$ cat config.mk
export PLATFORM = sky130hd
export DESIGN_NAME = dvfs_seq
export DESIGN_NICKNAME = d
export VERILOG_FILES = /design/src/rtl/dvfs_seq_pkg.sv /design/src/rtl/dvfs_op_table.sv /design/src/rtl/dvfs_req_latch.sv /design/src/rtl/dvfs_settle_timer.sv /design/src/rtl/dvfs_step_ctrl.sv /design/src/rtl/dvfs_seq.sv
export SDC_FILE = /design/constraint.sdc
export NUM_CORES = 1
export LEC_CHECK = 0
export BUFFER_PORTS_ARGS = -buffer_cell sky130_fd_sc_hd__clkbuf_2
export CORE_MARGIN = 2
export CORE_UTILIZATION = 58
export DETAILED_ROUTE_END_ITERATION = 16
export PLACE_DENSITY = 0.92
export SLEW_MARGIN = 20
export SYNTH_ARGS = -nofsm -noshare
export SYNTH_HDL_FRONTEND = slang
export SYNTH_SLANG_ARGS = --single-unit
$ cat constraint.sdc
create_clock -name clk -period 5.6 [get_ports clk]
set_input_delay 0.84 -clock clk [delete_from_list [all_inputs] [get_ports clk]]
set_output_delay 0.84 -clock clk [all_outputs]
set_load 0.01 [all_outputs]
$ cat src/rtl/dvfs_seq_pkg.sv
package dvfs_seq_pkg;

  typedef enum logic [1:0] {
    ST_IDLE  = 2'd0,
    ST_VWAIT = 2'd1,
    ST_FWAIT = 2'd2
  } seq_st_e;

  typedef enum logic {
    WK_VOLT = 1'b0,
    WK_FREQ = 1'b1
  } wait_kind_e;

  // Linear interpolation used to fill the operating point table.
  function automatic int unsigned lerp(input int unsigned lo, input int unsigned hi,
                                       input int unsigned idx, input int unsigned last);
    return lo + ((hi - lo) * idx) / last;
  endfunction

endpackage

$ cat src/rtl/dvfs_op_table.sv
module dvfs_op_table #(
  parameter int NUM_LVL = 8,
  parameter int IDX_W   = 3,
  parameter int VW      = 8,
  parameter int FW      = 6,
  parameter int V_LO    = 90,
  parameter int V_HI    = 120,
  parameter int F_LO    = 24,
  parameter int F_HI    = 40
) (
  input  logic [IDX_W-1:0] v_idx,
  input  logic [IDX_W-1:0] f_idx,
  output logic [VW-1:0]    v_code,
  output logic [FW-1:0]    f_code
);
  localparam int unsigned LAST = (NUM_LVL > 1) ? NUM_LVL - 1 : 1;

  logic [VW-1:0] vtab [NUM_LVL];
  logic [FW-1:0] ftab [NUM_LVL];

  for (genvar g = 0; g < NUM_LVL; g++) begin : g_lvl
    localparam int unsigned VC = dvfs_seq_pkg::lerp(V_LO, V_HI, g, LAST);
    localparam int unsigned FC = dvfs_seq_pkg::lerp(F_LO, F_HI, g, LAST);
    assign vtab[g] = VW'(VC);
    assign ftab[g] = FW'(FC);
  end

  assign v_code = vtab[v_idx];
  assign f_code = ftab[f_idx];

endmodule

$ cat src/rtl/dvfs_req_latch.sv
module dvfs_req_latch #(
  parameter int NUM_LVL = 8,
  parameter int IDX_W   = 3,
  parameter int RST_LVL = 0
) (
  input  logic             clk,
  input  logic             rst_n,
  input  logic             req_valid,
  input  logic [IDX_W:0]   req_level,
  input  logic             clr_pend,
  output logic [IDX_W-1:0] tgt,
  output logic             pend
);
  localparam logic [IDX_W:0] TOP = (IDX_W+1)'(NUM_LVL - 1);

  logic [IDX_W-1:0] tgt_n;

  // Out-of-range requests settle on the highest level.
  always_comb begin
    if (req_level > TOP) tgt_n = TOP[IDX_W-1:0];
    else                 tgt_n = req_level[IDX_W-1:0];
  end

  always_ff @(posedge clk) begin
    if (!rst_n) begin
      tgt  <= IDX_W'(RST_LVL);
      pend <= 1'b0;
    end else begin
      if (req_valid) begin
        tgt  <= tgt_n;
        pend <= 1'b1;
      end else if (clr_pend) begin
        pend <= 1'b0;
      end
    end
  end

endmodule

$ cat src/rtl/dvfs_settle_timer.sv
module dvfs_settle_timer
  import dvfs_seq_pkg::*;
#(
  parameter int CNT_W = 8
) (
  input  logic             clk,
  input  logic             rst_n,
  input  logic             start,
  input  wait_kind_e       kind,
  input  logic             vreg_ready,
  input  logic             clk_lock,
  input  logic             use_lock,
  input  logic [CNT_W-1:0] settle_cycles,
  output logic             fin
);
  logic             active;
  logic             first;
  wait_kind_e       kind_q;
  logic [CNT_W-1:0] cnt;
  logic [CNT_W-1:0] load;
  logic             timed;
  logic             hs;

  assign load  = (settle_cycles == '0) ? CNT_W'(1) : settle_cycles;
  assign timed = (kind_q == WK_FREQ) && !use_lock;
  assign hs    = (kind_q == WK_VOLT) ? vreg_ready : clk_lock;
  assign fin   = active && (timed ? (cnt == CNT_W'(1)) : (!first && hs));

  always_ff @(posedge clk) begin
    if (!rst_n) begin
      active <= 1'b0;
      first  <= 1'b0;
      kind_q <= WK_VOLT;
      cnt    <= '0;
    end else if (start) begin
      active <= 1'b1;
      first  <= 1'b1;
      kind_q <= kind;
      cnt    <= load;
    end else if (active) begin
      first <= 1'b0;
      if (cnt != '0) cnt <= cnt - CNT_W'(1);
      if (fin) active <= 1'b0;
    end
  end

endmodule

$ cat src/rtl/dvfs_step_ctrl.sv
module dvfs_step_ctrl
  import dvfs_seq_pkg::*;
#(
  parameter int IDX_W   = 3,
  parameter int RST_LVL = 0
) (
  input  logic             clk,
  input  logic             rst_n,
  input  logic [IDX_W-1:0] tgt,
  input  logic             pend,
  input  logic             req_valid,
  input  logic             vreg_ready,
  input  logic             clk_lock,
  input  logic             use_lock,
  input  logic             fin,
  output logic [IDX_W-1:0] v_idx,
  output logic [IDX_W-1:0] f_idx,
  output logic             start,
  output wait_kind_e       start_kind,
  output logic             in_wait,
  output logic             busy,
  output logic             done,
  output logic             done_set
);
  seq_st_e st_q;
  logic    at_tgt, do_f, do_vup, do_vdn, hs_ok, idle;

  assign idle   = (st_q == ST_IDLE);
  assign at_tgt = (v_idx == tgt) && (f_idx == tgt);
  assign hs_ok  = vreg_ready && (!use_lock || clk_lock);

  // Frequency moves first whenever the present voltage already covers the
  // target; otherwise the voltage walks one entry toward the target.
  always_comb begin
    do_f   = (f_idx > tgt) || ((f_idx < tgt) && (v_idx >= tgt));
    do_vup = !do_f && (v_idx < tgt);
    do_vdn = !do_f && (v_idx > tgt);
  end

  assign start      = idle && (do_f || do_vup || do_vdn);
  assign start_kind = do_f ? WK_FREQ : WK_VOLT;
  assign done_set   = idle && pend && at_tgt && hs_ok && !req_valid;
  assign in_wait    = !idle;
  assign busy       = !idle || pend || !at_tgt;

  always_ff @(posedge clk) begin
    if (!rst_n) begin
      st_q  <= ST_IDLE;
      v_idx <= IDX_W'(RST_LVL);
      f_idx <= IDX_W'(RST_LVL);
      done  <= 1'b0;
    end else begin
      done <= done_set;
      unique case (st_q)
        ST_IDLE: begin
          if (do_f) begin
            f_idx <= tgt;
            st_q  <= ST_FWAIT;
          end else if (do_vup) begin
            v_idx <= v_idx + IDX_W'(1);
            st_q  <= ST_VWAIT;
          end else if (do_vdn) begin
            v_idx <= v_idx - IDX_W'(1);
            st_q  <= ST_VWAIT;
          end
        end
        ST_VWAIT, ST_FWAIT: begin
          if (fin) st_q <= ST_IDLE;
        end
        default: st_q <= ST_IDLE;
      endcase
    end
  end

endmodule

$ cat src/rtl/dvfs_seq.sv
module dvfs_seq #(
  parameter int NUM_LVL = 8,
  parameter int VW      = 8,
  parameter int FW      = 6,
  parameter int CNT_W   = 8,
  parameter int V_LO    = 90,
  parameter int V_HI    = 120,
  parameter int F_LO    = 24,
  parameter int F_HI    = 40,
  parameter int RST_LVL = 0,
  localparam int IDX_W  = $clog2(NUM_LVL)
) (
  input  logic             clk,
  input  logic             rst_n,
  input  logic             req_valid,
  input  logic [IDX_W:0]   req_level,
  input  logic             vreg_ready,
  input  logic             clk_lock,
  input  logic             use_lock,
  input  logic [CNT_W-1:0] settle_cycles,
  output logic [VW-1:0]    volt_code,
  output logic [FW-1:0]    freq_sel,
  output logic             busy,
  output logic             done
);
  import dvfs_seq_pkg::*;

  logic [IDX_W-1:0] tgt;
  logic             pend;
  logic [IDX_W-1:0] v_idx;
  logic [IDX_W-1:0] f_idx;
  logic             start;
  wait_kind_e       start_kind;
  logic             fin;
  logic             in_wait;
  logic             done_set;

  dvfs_req_latch #(
    .NUM_LVL(NUM_LVL), .IDX_W(IDX_W), .RST_LVL(RST_LVL)
  ) u_req (
    .clk(clk), .rst_n(rst_n), .req_valid(req_valid), .req_level(req_level),
    .clr_pend(done_set), .tgt(tgt), .pend(pend)
  );

  dvfs_step_ctrl #(
    .IDX_W(IDX_W), .RST_LVL(RST_LVL)
  ) u_ctrl (
    .clk(clk), .rst_n(rst_n), .tgt(tgt), .pend(pend), .req_valid(req_valid),
    .vreg_ready(vreg_ready), .clk_lock(clk_lock), .use_lock(use_lock), .fin(fin),
    .v_idx(v_idx), .f_idx(f_idx), .start(start), .start_kind(start_kind),
    .in_wait(in_wait), .busy(busy), .done(done), .done_set(done_set)
  );

  dvfs_settle_timer #(
    .CNT_W(CNT_W)
  ) u_tmr (
    .clk(clk), .rst_n(rst_n), .start(start), .kind(start_kind),
    .vreg_ready(vreg_ready), .clk_lock(clk_lock), .use_lock(use_lock),
    .settle_cycles(settle_cycles), .fin(fin)
  );

  dvfs_op_table #(
    .NUM_LVL(NUM_LVL), .IDX_W(IDX_W), .VW(VW), .FW(FW),
    .V_LO(V_LO), .V_HI(V_HI), .F_LO(F_LO), .F_HI(F_HI)
  ) u_tab (
    .v_idx(v_idx), .f_idx(f_idx), .v_code(volt_code), .f_code(freq_sel)
  );

endmodule

==> key figures <==
Global routing
  • Largest net degree at the start of global routing: 21
  • Global-route usage over all layers: 21.88%
  • Antenna violations before repair: 0
  • Overflow after GRT: 0
  • Wire length of the first global-routing pass: 5575 um
  • Vias in the first global route: 1359

Critical path
  • Worst path cell trace: inv_1 -> ha_1 -> nand3_1 -> nor2_1 -> nand2_1 -> or2_2 -> clkbuf_2
  • R2r startpoint: u_req.tgt[2]$_SDFFE_PN0P_
  • Worst Setup SP: u_ctrl.v_idx[0]$_SDFFE_PN0P_
  • CP Capture Type: output port
  • Crit path kind: reg -> out
  • Startpoint types: flop
  • CP arrival: 1.99 ns
  • Worst Path Required: 4.76 ns
  • Crit path largest cell delay: 0.45 ns
  • Worst path slowest cell: dfxtp_1
  • Crit-path max FO: 5

Status
  • Outcome: finished clean

Cells and area
  • Synthesis-to-finish area growth: 11.30%
  • Layout cells sized above 1: 20.56%
  • Fin area: 1725 sq um
  • Commonest non-fill, non-tap cell in the layout: clkbuf_2
  • Layout Nets: 245
  • Antenna Cells: 0
  • Most frequent cells in the layout: clkbuf_2, dfxtp_1, inv_1, a21oi_1, nand2_1

Route
  • DRC viols: 0
  • WL/cell: 13.18 um
  • Vias per cell: 5.799
  • Post-DRT Antenna Nets: 0
  • WL final: 3217 um
  • Drt pass-1 iters: 4
  • DRT iter0 DRCs: 34
  • Via count: 1415

Logic synthesis
  • Post-synth EDFFs: 0
  • Syn Nets: 218
  • Synth top area share: 30.99%
  • Seq/Total Area, Yosys: 30.99%
  • Post-Syn Instances: 188
  • Yosys Warn Count: 0
  • Dominant synthesized flop cell: dfxtp_1
  • Post-synth ARST share: 0%
  • Top cell type by total area after synthesis: dfxtp_1
  • Yosys cell types: 49
  • Post-Syn Area: 1550 sq um
  • Synth area leaders: dfxtp_1, ha_1, a21oi_1
  • FF+latch count, synth: 24
  • Avg Cell Area, Syn: 8.246 sq um

Clocking
  • Worst skew pair latency: 0.32 ns
  • Post_cts resized: 0
  • CTS buffer count: 3
  • CTS Buffer Depth: 2
  • Clk slew on worst S/H paths: 0.13 ns
  • CTS HTree Levels: 1
  • Root Driver: clkbuf_4
  • Post-CTS Hold Buffers: 0
  • Clock tree sinks: 24
  • CTS tree: yes
  • Post-CTS Setup Inserts: 0

Placement
  • Gp weighted congestion: 0.7997
  • Port bufs: 31
  • Dpl hpwl: 2498 um
  • Placed Area: 1689 sq um

Pwr
  • Psw: 394.0 uW
  • Sequential Power Share: 33.7%
  • Leak Pwr: 0.7504 nW
  • Power per cell area: 498.5 nW/um^2
  • Combinational Power Share: 55.2%
  • Switching Share: 45.81%
  • Clock power share: 11.0%
  • Peak VDD IR: 0.3552 mV
  • Internal power: 466.1 uW

Floorplan
  • IO Pins: 34
  • Die extent in x: 55.70 um
  • Die area: 3102 sq um
  • Starting density of the core: 62.01%
  • Rows: 18
  • Die Y: 55.70 um
  • Core area: 2500 sq um

Timing
  • Fin crit share: 50.60%
  • Sum Neg Setup Slack: 0 ns
  • Slew HR: 66.30%
  • Final hold vios: 0
  • Unrepaired setup endpoints after global routing: no
  • Worst Skew: 0.001704 ns
  • Final critical-path required period: 2.834 ns
  • Final setup viols: 0
  • Max Slew Vio Count: 0
  • Slew @ Worst Pin: 0.5049 ns
  • Fmax: 352.9 MHz

Worst hold path
  • Hold Path Class: reg -> reg
  • Worst hold path startpoint: u_ctrl.st_q[1]$_SDFFE_PN0P_

Flow run
  • Max Cap Viol: 0
-- final timing paths --
check	to	slack, ns	cells after the start
hold / removal	u_ctrl.st_q[1]$_SDFFE_PN0P_	0.49	2
setup / recovery	busy	2.77	7
hold reg to reg	u_ctrl.st_q[1]$_SDFFE_PN0P_	0.49	2
setup reg to reg	u_ctrl.v_idx[2]$_SDFFE_PN0P_	3.08	11
-- power by group through the flow --
stage | clock network (mW) | registers [mW] | logic (mW)
floorplan | 0 | 0.278 | 0.384
global placement | 0 | 0.291 | 0.461
detailed placement | 0 | 0.293 | 0.473
CTS | 0.0973 | 0.289 | 0.476
global route | 0.104 | 0.299 | 0.537
finish | 0.0949 | 0.290 | 0.475
-- registers in the layout, indices dropped and copies added (netlist names), 2 cells and up --
register and count:
u_tmr.cnt 8, u_ctrl.f_idx 3, u_ctrl.v_idx 3, u_req.tgt 3, u_ctrl.st_q 2
-- metal layers --
metal | GRT usage (%) | vias up | share of wire [%]
met1 | 25.33 | 656 | 44
met2 | 39.97 | 30 | 51
li1 | - | 723 | -
met3 | 4.186 | 6 | 3.2
met5 | 0 | - | 0
met4 | 7.317 | 0 | 1.2
-- critical path, delay by kind of cell, from the launching register on --
kind	cells	cell delay, ns
and+or+nand+nor	4	0.70
buffers and inverters	2	0.24
DFF	1	0.45
adders and majority gates	1	0.28
-- Yosys cell counts (2+ instances only) --
| master | n |
|---|---|
| nand3b_1 | 3 |
| nand3_1 | 7 |
| inv_1 | 18 |
| o32ai_1 | 2 |
| o211ai_1 | 2 |
| nor2b_1 | 3 |
| or4_1 | 2 |
| nor3_1 | 3 |
| o31ai_1 | 2 |
| mux2i_1 | 5 |
| nand2b_1 | 2 |
| buf_4 | 4 |
| dfxtp_1 | 24 |
| a21oi_1 | 16 |
| nor2_1 | 14 |
| o21ai_0 | 10 |
| conb_1 | 2 |
| a31oi_1 | 4 |
| clkbuf_1 | 4 |
| nand2_1 | 15 |
| ha_1 | 11 |
| xor2_1 | 2 |
| a211oi_1 | 4 |
| or2_2 | 2 |
| nor4_1 | 2 |
| o21a_1 | 2 |
-- per-stage QoR --
stage | power, mW | hold WS [ns] | utilization [%] | std cells | setup slack, ns
finish | 0.8601 | 0.4890 | 69.02 | 244 | 2.766
global route | 0.9404 | 0.5212 | 69.02 | 244 | 2.554
floorplan | 0.6618 | 0.4465 | - | 188 | 3.209
CTS | 0.8627 | 0.4895 | 69.02 | 244 | 2.756
detailed placement | 0.7662 | 0.4709 | 67.57 | 240 | 3.101
global placement | 0.7519 | 0.4649 | 67.57 | 240 | 3.181
-- cell families after synthesis --
group / Yosys count / share of synthesized area (%)
AO/OA/AOI/OAI: 53 / 23.08
XOR/XNOR: 3 / 1.695
adder cells (fa/ha/maj): 12 / 10.17
buffers and inverters: 28 / 8.312
flip-flops: 24 / 30.99
multiplexers: 5 / 3.229
other: 2 / 0.4844
AND/OR/NAND/NOR: 61 / 22.03
-- final cells by class --
class / count / area, sq um
Fill cell: 216 / 774.5
Clock buffer: 4 / 36.28
Inverter: 18 / 67.56
Multi-Input combinational cell: 136 / 940.9
Sequential cell: 24 / 480.5
Timing Repair Buffer: 32 / 162.7
Tap cell: 30 / 37.54
No activity file was read; power rests on OpenSTA's default activity.
